===== config.mk =====
export PLATFORM = sky130hd
export DESIGN_NAME = fp_status_word
export DESIGN_NICKNAME = d
export VERILOG_FILES = /design/src/rtl/fpsw_pkg.sv /design/src/rtl/fpsw_ctrl.sv /design/src/rtl/fpsw_datapath.sv /design/src/rtl/fp_status_word.sv
export SDC_FILE = /design/constraint.sdc
export NUM_CORES = 1
export LEC_CHECK = 0
export BUFFER_PORTS_ARGS = -buffer_cell sky130_fd_sc_hd__buf_4
export CAP_MARGIN = 20
export CORE_MARGIN = 2
export CORE_UTILIZATION = 35
export DETAILED_ROUTE_END_ITERATION = 8
export GPL_ROUTABILITY_DRIVEN = 0
export PLACE_DENSITY_LB_ADDON = 0.3
export SLEW_MARGIN = 20
export SYNTH_ARGS = -nofsm -noshare
export SYNTH_HDL_FRONTEND = slang
export SYNTH_SLANG_ARGS = --single-unit
export TNS_END_PERCENT = 20

===== constraint.sdc =====
create_clock -name clk -period 1.2 [get_ports clk]
set_input_delay 0 -clock clk [delete_from_list [all_inputs] [get_ports clk]]
set_output_delay 0 -clock clk [all_outputs]
set_load 0.005 [all_outputs]

===== src/rtl/fpsw_pkg.sv =====
package fpsw_pkg;
  localparam int WORD_W   = 32;
  localparam int FLAG_W   = 5;
  localparam int Q_DEPTH  = 10;
  localparam int TGT_W    = 4;
  localparam int POS_W    = $clog2(WORD_W);
  localparam int FLAG_LSB = WORD_W - FLAG_W;
  localparam int MAIN_BIT = 26;
  localparam int Q_TOP    = 21;
  localparam int Q_LOW    = Q_TOP - Q_DEPTH + 1;
  localparam int RM_LSB   = 9;
  localparam int FTZ_BIT  = 5;
  localparam int ENA_LSB  = 0;

  typedef enum logic [1:0] {REL_GT, REL_LT, REL_EQ, REL_UN} relT;
  typedef enum logic [1:0] {RND_NEAREST, RND_ZERO, RND_UP, RND_DOWN} rndT;

  typedef struct packed {
    logic             load;
    logic             accum;
    logic             cmpQueue;
    logic             cmpTarget;
    logic             outcome;
    logic [POS_W-1:0] tgtBit;
  } ctrlT;
endpackage


===== src/rtl/fpsw_ctrl.sv =====
module fpsw_ctrl
  import fpsw_pkg::*;
(
  input  logic              clk,
  input  logic              rstN,
  input  logic              swWrEn,
  input  logic              flagValid,
  input  logic [FLAG_W-1:0] flagRaw,
  input  logic [FLAG_W-1:0] enables,
  input  logic              cmpValid,
  input  logic [1:0]        cmpRel,
  input  logic [4:1]        cmpCond,
  input  logic [TGT_W-1:0]  cmpTarget,
  output ctrlT              ctrl,
  output logic              trapPulse
);
  logic outcomeBit;
  logic tgtInRange;
  logic trapReq;
  logic trapQ;

  // relation picks one condition bit
  always_comb begin
    unique case (relT'(cmpRel))
      REL_GT:  outcomeBit = cmpCond[4];
      REL_LT:  outcomeBit = cmpCond[3];
      REL_EQ:  outcomeBit = cmpCond[2];
      default: outcomeBit = cmpCond[1];
    endcase
  end

  assign tgtInRange = (cmpTarget != '0) && (int'(cmpTarget) <= Q_DEPTH);

  always_comb begin
    ctrl.load      = swWrEn;
    ctrl.accum     = flagValid && !swWrEn;
    ctrl.cmpQueue  = cmpValid && !swWrEn && (cmpTarget == '0);
    ctrl.cmpTarget = cmpValid && !swWrEn && tgtInRange;
    ctrl.outcome   = outcomeBit;
    ctrl.tgtBit    = POS_W'(Q_TOP + 1) - POS_W'(cmpTarget);
  end

  assign trapReq = ctrl.accum && ((flagRaw & enables) != '0);

  always_ff @(posedge clk or negedge rstN) begin
    if (!rstN) trapQ <= 1'b0;
    else       trapQ <= trapReq;
  end

  assign trapPulse = trapQ;
endmodule


===== src/rtl/fpsw_datapath.sv =====
module fpsw_datapath
  import fpsw_pkg::*;
(
  input  logic              clk,
  input  logic              rstN,
  input  ctrlT              ctrl,
  input  logic [WORD_W-1:0] wrData,
  input  logic [FLAG_W-1:0] flagRaw,
  output logic [WORD_W-1:0] word
);
  logic [WORD_W-1:0] wordQ;
  logic [WORD_W-1:0] afterFlags;
  logic [WORD_W-1:0] afterCmp;

  always_comb begin
    afterFlags = wordQ;
    if (ctrl.accum)
      afterFlags[FLAG_LSB +: FLAG_W] = wordQ[FLAG_LSB +: FLAG_W] | flagRaw;
  end

  always_comb begin
    afterCmp = afterFlags;
    if (ctrl.cmpQueue) begin
      for (int i = Q_LOW - 1; i < Q_TOP; i++)
        afterCmp[i] = afterFlags[i+1];
      afterCmp[Q_TOP]    = afterFlags[MAIN_BIT];
      afterCmp[MAIN_BIT] = ctrl.outcome;
    end else if (ctrl.cmpTarget) begin
      afterCmp[ctrl.tgtBit] = ctrl.outcome;
    end
  end

  always_ff @(posedge clk or negedge rstN) begin
    if (!rstN)          wordQ <= '0;
    else if (ctrl.load) wordQ <= wrData;
    else                wordQ <= afterCmp;
  end

  assign word = wordQ;
endmodule


===== src/rtl/fp_status_word.sv =====
module fp_status_word
  import fpsw_pkg::*;
(
  input  logic        clk,
  input  logic        rstN,
  input  logic        swWrEn,
  input  logic [31:0] swWrData,
  input  logic        flagValid,
  input  logic [4:0]  flagRaw,
  input  logic        cmpValid,
  input  logic [1:0]  cmpRel,
  input  logic [4:1]  cmpCond,
  input  logic [3:0]  cmpTarget,
  output logic [31:0] statusWord,
  output logic [1:0]  roundMode,
  output logic        flushZero,
  output logic        trapPulse
);
  ctrlT              ctrl;
  logic [WORD_W-1:0] word;

  fpsw_ctrl u_ctrl (
    .clk       (clk),
    .rstN      (rstN),
    .swWrEn    (swWrEn),
    .flagValid (flagValid),
    .flagRaw   (flagRaw),
    .enables   (word[ENA_LSB +: FLAG_W]),
    .cmpValid  (cmpValid),
    .cmpRel    (cmpRel),
    .cmpCond   (cmpCond),
    .cmpTarget (cmpTarget),
    .ctrl      (ctrl),
    .trapPulse (trapPulse)
  );

  fpsw_datapath u_dp (
    .clk     (clk),
    .rstN    (rstN),
    .ctrl    (ctrl),
    .wrData  (swWrData),
    .flagRaw (flagRaw),
    .word    (word)
  );

  assign statusWord = word;
  assign roundMode  = word[RM_LSB +: 2];
  assign flushZero  = word[FTZ_BIT];
endmodule


==> After elaboration in Yosys (flattened, before gate mapping) <==
Index checks and enable logic that the tools add are counted.
{ "totals": {"ff_bits": 33, "ram_bits": 0, "in_bits": 52, "memories": 0, "out_inout_bits": 36, "latchBits": 0, "rom_bits": 0} }
{ "classes": {"n_div": 0, "bitwise_logic": 2, "n_addsub": 1, "eq_ne": 3, "shift": 0, "n_mux": 12, "multipliers": 0, "magnitude_cmp": 3, "reduce_logical": 15} }
{ "op_table": {"columns": ["cell", "count"], "rows": [
  ["$mux 32", 2],
  ["$bwmux 32", 1],
  ["$mux 11", 2],
  ["$mux 5", 2],
  ["$logic_and 1x1->1", 7],
  ["$lt 5x6->1 const B", 1],
  ["$and 5x5->5", 1],
  ["$demux 1 s5", 1],
  ["$ge 5x1->1 const B", 1],
  ["$or 5x5->5", 1],
  ["$reduce_bool 5->1", 1],
  ["$sub 5x4->5 const A", 1],
  ["$le 4x4->1 const B", 1],
  ["$logic_not 4->1", 1],
  ["$mux 4", 1],
  ["$reduce_bool 4->1", 1],
  ["$pmux 1 s3", 1],
  ["$reduce_bool 3->1", 1],
  ["$eq 2x1->1 const B", 1],
  ["$eq 2x2->1 const B", 1],
  ["$logic_not 2->1", 1],
  ["$mux 1", 2],
  ["$ne 2x2->1 const B", 1],
  ["$reduce_and 2->1", 1],
  ["other kinds (2)", 2]
]} }

==> Depth between registers and ports, before layout <==
Gate-level depths: netlist of run 1.
{ "logic_depth": {"depth_word": 9, "mapped_depth": 6} }

==> Cells and area by module <==
Synthesis of run 1 repeated with hierarchy kept, for this count alone.
{ "unflattened": {"cells_unflattened": 256, "hier_area_um2": 2293.4} }
{ "by_module_without_submodules": {"columns": ["mod", "area_per_inst_um2", "cells_each", "seq_area_each_um2", "instances"], "rows": [
  ["fpsw_datapath", 2048.2, 228, 800.8, 1],
  ["fpsw_ctrl", 222.7, 25, 25.0, 1],
  ["fp_status_word", 22.5, 3, 0.0, 1]
]} }

==> Worst setup path after synthesis of run 1 <==
Ideal clock, no wire load.
{ "synth_path": {"path_type": "input port to flip-flop", "start": "input cmpRel[0]", "end": "register u_dp.wordQ[18], in the netlist u_dp.word[18]", "path_stages": 3, "arrival_time_ps": 1063, "slack_ps": 8, "t_required_ps": 1071, "cell_sequence": "mux4_2 > nor4b_4 > o41a_1"} }
{ "synth_via": {"elab_chain_cells": 6, "word_cells_on_any_way": 8, "cone_classes": "2 x eq/ne; 5 x mux; 1 x reduce/logical"} }
{ "synth_lines": {"columns": ["element", "line_no", "text"], "rows": [
  ["start, declared", "fp_status_word.sv:11", "input logic [1:0] cmpRel,"],
  ["$eq 2x2->1 (tied with other cells)", "fpsw_ctrl.sv:24", "unique case (relT'(cmpRel))"],
  ["$pmux 1 s3 *", "fpsw_ctrl.sv:24", null],
  ["$bwmux 32 *", "fpsw_datapath.sv:29", "afterCmp[ctrl.tgtBit] = ctrl.outcome;"],
  ["$mux 32 *", "fpsw_datapath.sv:28", "end else if (ctrl.cmpTarget) begin"],
  ["$mux 11 *", "fpsw_datapath.sv:23", "if (ctrl.cmpQueue) begin"],
  ["$mux 32 *", "fpsw_datapath.sv:35", "else if (ctrl.load) wordQ <= wrData;"],
  ["end signal, assigned", "fpsw_datapath.sv:35", null],
  ["end signal, assigned", "fpsw_datapath.sv:36", "else wordQ <= afterCmp;"],
  ["end, declared", "fpsw_datapath.sv:11", "logic [WORD_W-1:0] wordQ;"]
]} }
Every way passes the cells marked *; elsewhere a longest branch is shown, timed or not. The select of a mux whose other input is x is not followed.
A chain may end at the register's enable or synchronous reset.

==> Final worst setup path of run 1 <==
{ "layout_path": {"start": "register u_dp.wordQ[2], in the netlist u_dp.word[2]", "end": "register u_ctrl.trapQ, in the netlist u_ctrl.trapPulse"} }
{ "layout_via": {"elab_chain_cells": 3} }
{ "layout_lines": {"columns": ["element", "line_no", "text"], "rows": [
  ["$and 5x5->5", "fpsw_ctrl.sv:43", "assign trapReq = ctrl.accum && ((flagRaw & enables) != '0);"],
  ["$reduce_bool 5->1", "fpsw_ctrl.sv:43", null],
  ["$logic_and 1x1->1", "fpsw_ctrl.sv:43", null],
  ["named net u_ctrl.trapReq", "fpsw_ctrl.sv:19", "logic trapReq;"],
  ["end signal, assigned", "fpsw_ctrl.sv:47", "else trapQ <= trapReq;"],
  ["end, declared", "fpsw_ctrl.sv:20", "logic trapQ;"]
]} }
The timed path passes the listed nets, and every way through them passes these cells.

==> out/summary.txt, run 1 <==
status: completed
dpl cells: 326
Syn-to-layout area delta: 66.07%
worst relative slew slack: 71.30%
post-synth cell types: 41
sequential area share after synthesis: 47.45%
most common cell after layout, fill and taps aside: buf_4
RSZ-0062 raised after global routing: no
Root Driver: clkbuf_8
Power, Total: 2.913 mW
dominant cells by area after synthesis: dfrtp_1, mux2_2, nand2_1, a21oi_1, o21ai_0
post-synthesis compound-gate area fraction: 16.39%
post-DP HPWL: 3603 um
Simple-Gate Fraction of Synth Area: 16.32%
Yosys reg bits: 33
core area: 0.004755 mm2
diode count: 0
IO Port Bufs: 87
pre-CTS setup slack: -0.04107 ns
Detail Route Antenna Nets: 0
synth warn: 0
multi-input logic area: 828.3 um2
Cell Area, Synth: 0.001740 mm2
Worst Hold Class: input pin to register
Top FF cell, synth: dfrtp_1
beginning of the critical path: u_dp.word[2]
drt first pass iters: 4
CP startpoint kind: register
min Tclk post-route: 1.114 ns
Reg area: 825.8 um2
reg-to-reg slack, setup: 0.09 ns
Synth top area share: 47.45%
Synth async-reset ratio: 100.0%
wire per inst: 14.11 um
routed via count: 1,796
clock latency on the worst-skew pair: 0.29 ns
gr ovfl total: 0
TritonCTS Buffers: 5
CTS clk-pin slew, worst paths: 0.07 ns
Final Setup Violations: 0
vias in the first global route: 1,758
worst r2r src: u_dp.word[2]
DR vias/cell: 4.975
die area: 0.005552 mm2
Post-synth EDFFs: 0
first-pass GRT wire length: 8107 um
Initial Utilization: 36.61%
crit path max fanout: 3
Max Freq: 897.3 MHz
crit path DAT: 1.29 ns
Fillers: 438
mux contribution to synthesized area: 12.15%
final cell count without fillers: 361
All-Layer GR Usage: 19.39%
largest area contributor in the netlist: dfrtp_1
chip width: 74.52 um
nets: 345
Setup CP Type: register to register
largest family of logic cells by synthesized area: compound AO/OA/AOI/OAI gates
CTS max path bufs: 2
Max-Cap Viols: 0
CTS tree: built
min-delay src: flagRaw[3]
Starting DRT DRC Count: 82
LEAKAGE: 1.339 nW
PD cells: 1008 mW/mm2
Pins Over Slew Limit: 0
# clock sinks: 33
initial antenna violation count: 0
DRC violations left: 0
worst-margin pin slew: 0.4304 ns
skew final: 0.003343 ns
num rows: 25
largest net degree at the start of global routing: 34
most frequent cells in the layout: buf_4, dfrtp_1, dlygate4sd3_1
Crit. End Element: register
Final WS setup: 0.08554 ns
setup bufs post-CTS: 0
endpoints failing hold: 0
syn nets: 223
Worst VDD drop: 0.0006116 V
routed wire length: 5093 um
fin crit share: 92.87%
H-tree levels: 2
I/O pin cnt: 88
Data required, critical path: 1.38 ns
Post-Synth XOR/XNOR Area: 2.013%
Die Ht: 74.52 um
Syn Inst Count: 171
utilization after layout: 60.79%
share of layout cells above drive strength 1: 45.58%
synthesized area per cell: 10.18 um2
Post-Synth Adder-Cell Area: 0%
==> per-stage QoR <==
stage	TNS [ns]	hold WS (ns)	area (um2)
after global placement	-0.1281	-0.02422	2521
after floorplan	0	-0.2956	1740
after detailed placement	-0.1231	-0.02266	2521
final	0	0.008748	2890
after global routing	0	0.02448	2890
after CTS	0	0.003291	2868
==> layout make-up <==
| type | instances | share of cell area (%) |
|---|---|---|
| multi-input cells | 117 | 28.66 |
| clock buffers | 5 | 2.381 |
| repair buffers | 130 | 36.10 |
| inverters | 6 | 0.7792 |
| flip-flops and latches | 33 | 28.57 |
| well taps | 67 | 2.900 |
| clock inverters | 3 | 0.6061 |
==> power breakdown <==
group	leakage, nW	internal (mW)	switching [mW]
Combinational	0.910	0.476	0.298
Sequential	0.385	1.22	0.0772
Clock	0.0439	0.400	0.438
Total	1.34	2.10	0.814
==> metal layers <==
layer | routed length, um | share of wire [%] | global-route usage, % | vias up
met4 | 49 | 0.96 | 5.754 | 0
li1 | - | - | - | 871
met3 | 249 | 4.9 | 5.556 | 5
met2 | 2546 | 50 | 31.76 | 54
met5 | 0 | 0 | 0 | -
met1 | 2247 | 44 | 25.00 | 866
==> sequential cells by signal (all words and copies together) (netlist names) <==
signal and flops:
u_ctrl.trapPulse 1, u_dp.word 32
==> cells in the mapped netlist, drive strengths merged, types with 4 or more instances <==
master and number:
inv 6, nor3 9, nand2 16, clkbuf 5, mux2 15, xor2 4
a21oi 11, dfrtp 33, nand3 5, buf 10, o21ai 11, o22ai 4
a31oi 4
==> worst max-delay path, cell delays in order, from the launching register on <==
cell	delay, ns
dfrtp_1	0.40
a222oi_1	0.34
nand2_1	0.09
and3_1	0.18
==> what timing repair did <==
item / in CTS / in global routing
hold endpoints to repair: 58 / 1
endpoints found under the setup margin: 0 / 1
hold buffers: 26 / 1
resized for setup: 0 / 2
==> worst paths after layout <==
path | to | cells after the start
min in group asynchronous | u_dp.word[28] | 2
max reg2reg | u_ctrl.trapPulse | 3
max in group asynchronous | u_dp.word[17] | 2
min | u_dp.word[30] | 3
min reg2reg | u_dp.word[6] | 1
max | u_ctrl.trapPulse | 3
==> cells by family after synthesis <==
kind of cell / after synthesis
simple gates: 51
compound gates: 44
buf+inv: 21
mux: 18
flops: 33
xor+xnor: 4
(Power assumes the default switching activity.)
==> run 2: changes to the inputs <==
--- a/config.mk
+++ b/config.mk
@@ -11,6 +11,7 @@
 export CORE_UTILIZATION = 35
 export DETAILED_ROUTE_END_ITERATION = 8
 export GPL_ROUTABILITY_DRIVEN = 0
+export HOLD_SLACK_MARGIN = 0.15
 export PLACE_DENSITY_LB_ADDON = 0.3
 export SLEW_MARGIN = 20
 export SYNTH_ARGS = -nofsm -noshare
==> run 2 against run 1 <==
Effect of this change: clock skew hardly changed; worst setup slack gained 0.0025 ns; non-clock buffer count rose by 16; design area rose by 5.5%; sequential power about the same; maximum frequency increased by 0.23%; final cell count grew 4.4%; worst hold slack better by 0.13 ns; critical endpoint unchanged.
==> out/summary.txt, run 2 (same netlist as run 1, synthesis figures left out) <==
vias in the first global route: 1,850 (+5.2%)
Final Setup Violations: 0 (unchanged)
Die Ht: 74.52 um (unchanged)
diode count: 0 (unchanged)
status: completed
worst r2r src: u_dp.word[2]
crit path max fanout: 3 (unchanged)
worst-margin pin slew: 0.4307 ns (+0.0002418 ns)
CTS clk-pin slew, worst paths: 0.07 ns (about the same)
skew final: 0.003298 ns (-0.00004432 ns)
Max Freq: 899.3 MHz (+0.23%)
Root Driver: clkbuf_8
largest net degree at the start of global routing: 34 (unchanged)
Worst Hold Class: input pin to register
first-pass GRT wire length: 8714 um (+7.5%)
most frequent cells in the layout: buf_4, dlygate4sd3_1, dfrtp_1
num rows: 25 (unchanged)
Hold Worst Slack: 0.1369 ns (+0.1282 ns)
CTS max path bufs: 2 (unchanged)
All-Layer GR Usage: 20.89% (+1.5 points)
final cell count without fillers: 377 (+4.4%)
Clk pwr share: 28.3% (-0.5 points)
DRC violations left: 0 (unchanged)
chip width: 74.52 um (unchanged)
Detail Route Antenna Nets: 0 (unchanged)
Starting DRT DRC Count: 97 (+18%)
Worst VDD drop: 0.0006176 V (+0.99%)
Post-DP Area: 0.002521 mm2 (unchanged)
final instance area: 0.003050 mm2 (+5.5%)
min Tclk post-route: 1.112 ns (-0.002533 ns)
Fillers: 417 (-4.8%)
CTS tree: built
Syn-to-layout area delta: 75.27%
gr ovfl total: 0 (unchanged)
LEAKAGE: 1.406 nW (+5.0%)
Pint: 2.133 mW (+1.6%)
PD cells: 969.6 mW/mm2 (-3.8%)
Setup CP Type: register to register
worst relative slew slack: 71.29% (about the same)
routed wire length: 5387 um (+5.8%)
crit path DAT: 1.29 ns (about the same)
wire per inst: 14.29 um (+1.3%)
dpl cells: 326 (unchanged)
initial antenna violation count: 0 (unchanged)
number of flip-flops in the largest register: 32 (unchanged)
Comb pwr share: 27.7% (+1.1 points)
share of power burned in registers: 44.0% (-0.6 points)
post-DP HPWL: 3603 um (unchanged)
nets: 361 (+4.6%)
clock latency on the worst-skew pair: 0.29 ns (about the same)
share of layout cells above drive strength 1: 43.23% (-2.4 points)
R2R depth: 3 (unchanged)
Sw Pwr: 825.0 uW (+1.3%)
# clock sinks: 33 (unchanged)
endpoints failing hold: 0 (unchanged)
Pins Over Slew Limit: 0 (unchanged)
Switching Fraction: 27.89% (-0.054 points)
H-tree levels: 2 (unchanged)
CP startpoint kind: register
Reg area: 825.8 um2 (unchanged)
multi-input logic area: 828.3 um2 (unchanged)
utilization after layout: 64.16% (+3.4 points)
core area: 0.004755 mm2 (unchanged)
Data required, critical path: 1.38 ns (about the same)
TritonCTS Buffers: 5 (unchanged)
hold depth: 3 (unchanged)
Crit. End Element: register
routed via count: 1,854 (+3.2%)
die area: 0.005552 mm2 (unchanged)
Initial Utilization: 36.61% (unchanged)
DR vias/cell: 4.918 (-1.2%)
Power, Total: 2.958 mW (+1.5%)
fin crit share: 92.66% (-0.21 points)
min-delay src: cmpTarget[1]
RSZ-0062 raised after global routing: no
beginning of the critical path: u_dp.word[2]
IO Port Bufs: 87 (unchanged)
drt first pass iters: 4 (unchanged)
most common cell after layout, fill and taps aside: buf_4
Max-Cap Viols: 0 (unchanged)
I/O pin cnt: 88 (unchanged)
run 2: final timing paths:
path                                     to  slack, ns
max in group asynchronous  u_ctrl.trapPulse       0.70
min reg2reg                    u_dp.word[6]       0.51
max                        u_ctrl.trapPulse       0.09
min in group asynchronous     u_dp.word[12]       0.20
max reg2reg                u_ctrl.trapPulse       0.09
min                           u_dp.word[17]       0.14
run 2: stage by stage:
step | worst slack (ns) | setup TNS, ns
after floorplan | 0.008111 | 0
after global placement | -0.04694 | -0.1281
after detailed placement | -0.04107 | -0.1231
after CTS | 0.005272 | 0
after global routing | 0.003813 | 0
final | 0.08807 | 0
run 2: area by class of cell:
| type | count | area share [%] |
|---|---|---|
| Tap cell | 67 | 2.748 |
| Sequential cell | 33 | 27.07 |
| Timing Repair Buffer | 146 | 39.46 |
| Clock inverter | 3 | 0.5742 |
| Clock buffer | 5 | 2.256 |
| Multi-Input combinational cell | 117 | 27.15 |
| Inverter | 6 | 0.7383 |
run 2: what timing repair did:
item                                   4_1_cts  5_1_grt
resized for setup                            0        2
hold buffers                                43        0
setup endpoints to repair                    0        1
setup buffers                                0        0
endpoints found under the hold margin       66        0
run 2: critical path: stages (launching register included):
cell      delay, ns
dfrtp_1        0.40
a222oi_1       0.33
nand2_1        0.09
and3_1         0.18
run 2: metal layers:
| layer | part of all wire, % | GRT usage, % | vias to the layer above |
|---|---|---|---|
| met1 | 43 | 26.36 | 887 |
| met2 | 51 | 35.30 | 58 |
| met3 | 4.6 | 5.420 | 7 |
| met5 | 0 | 0 | - |
| li1 | - | - | 902 |
| met4 | 1.4 | 6.151 | 0 |
run 2: power by group through the flow:
stage               clock network [mW]  registers [mW]  logic, mW
detailed placement                   0            1.32      0.703
global placement                     0            1.32      0.692
finish                           0.837            1.30      0.820
floorplan                            0            1.32      0.277
CTS                              0.859            1.30      0.817
global route                     0.923            1.31      0.898
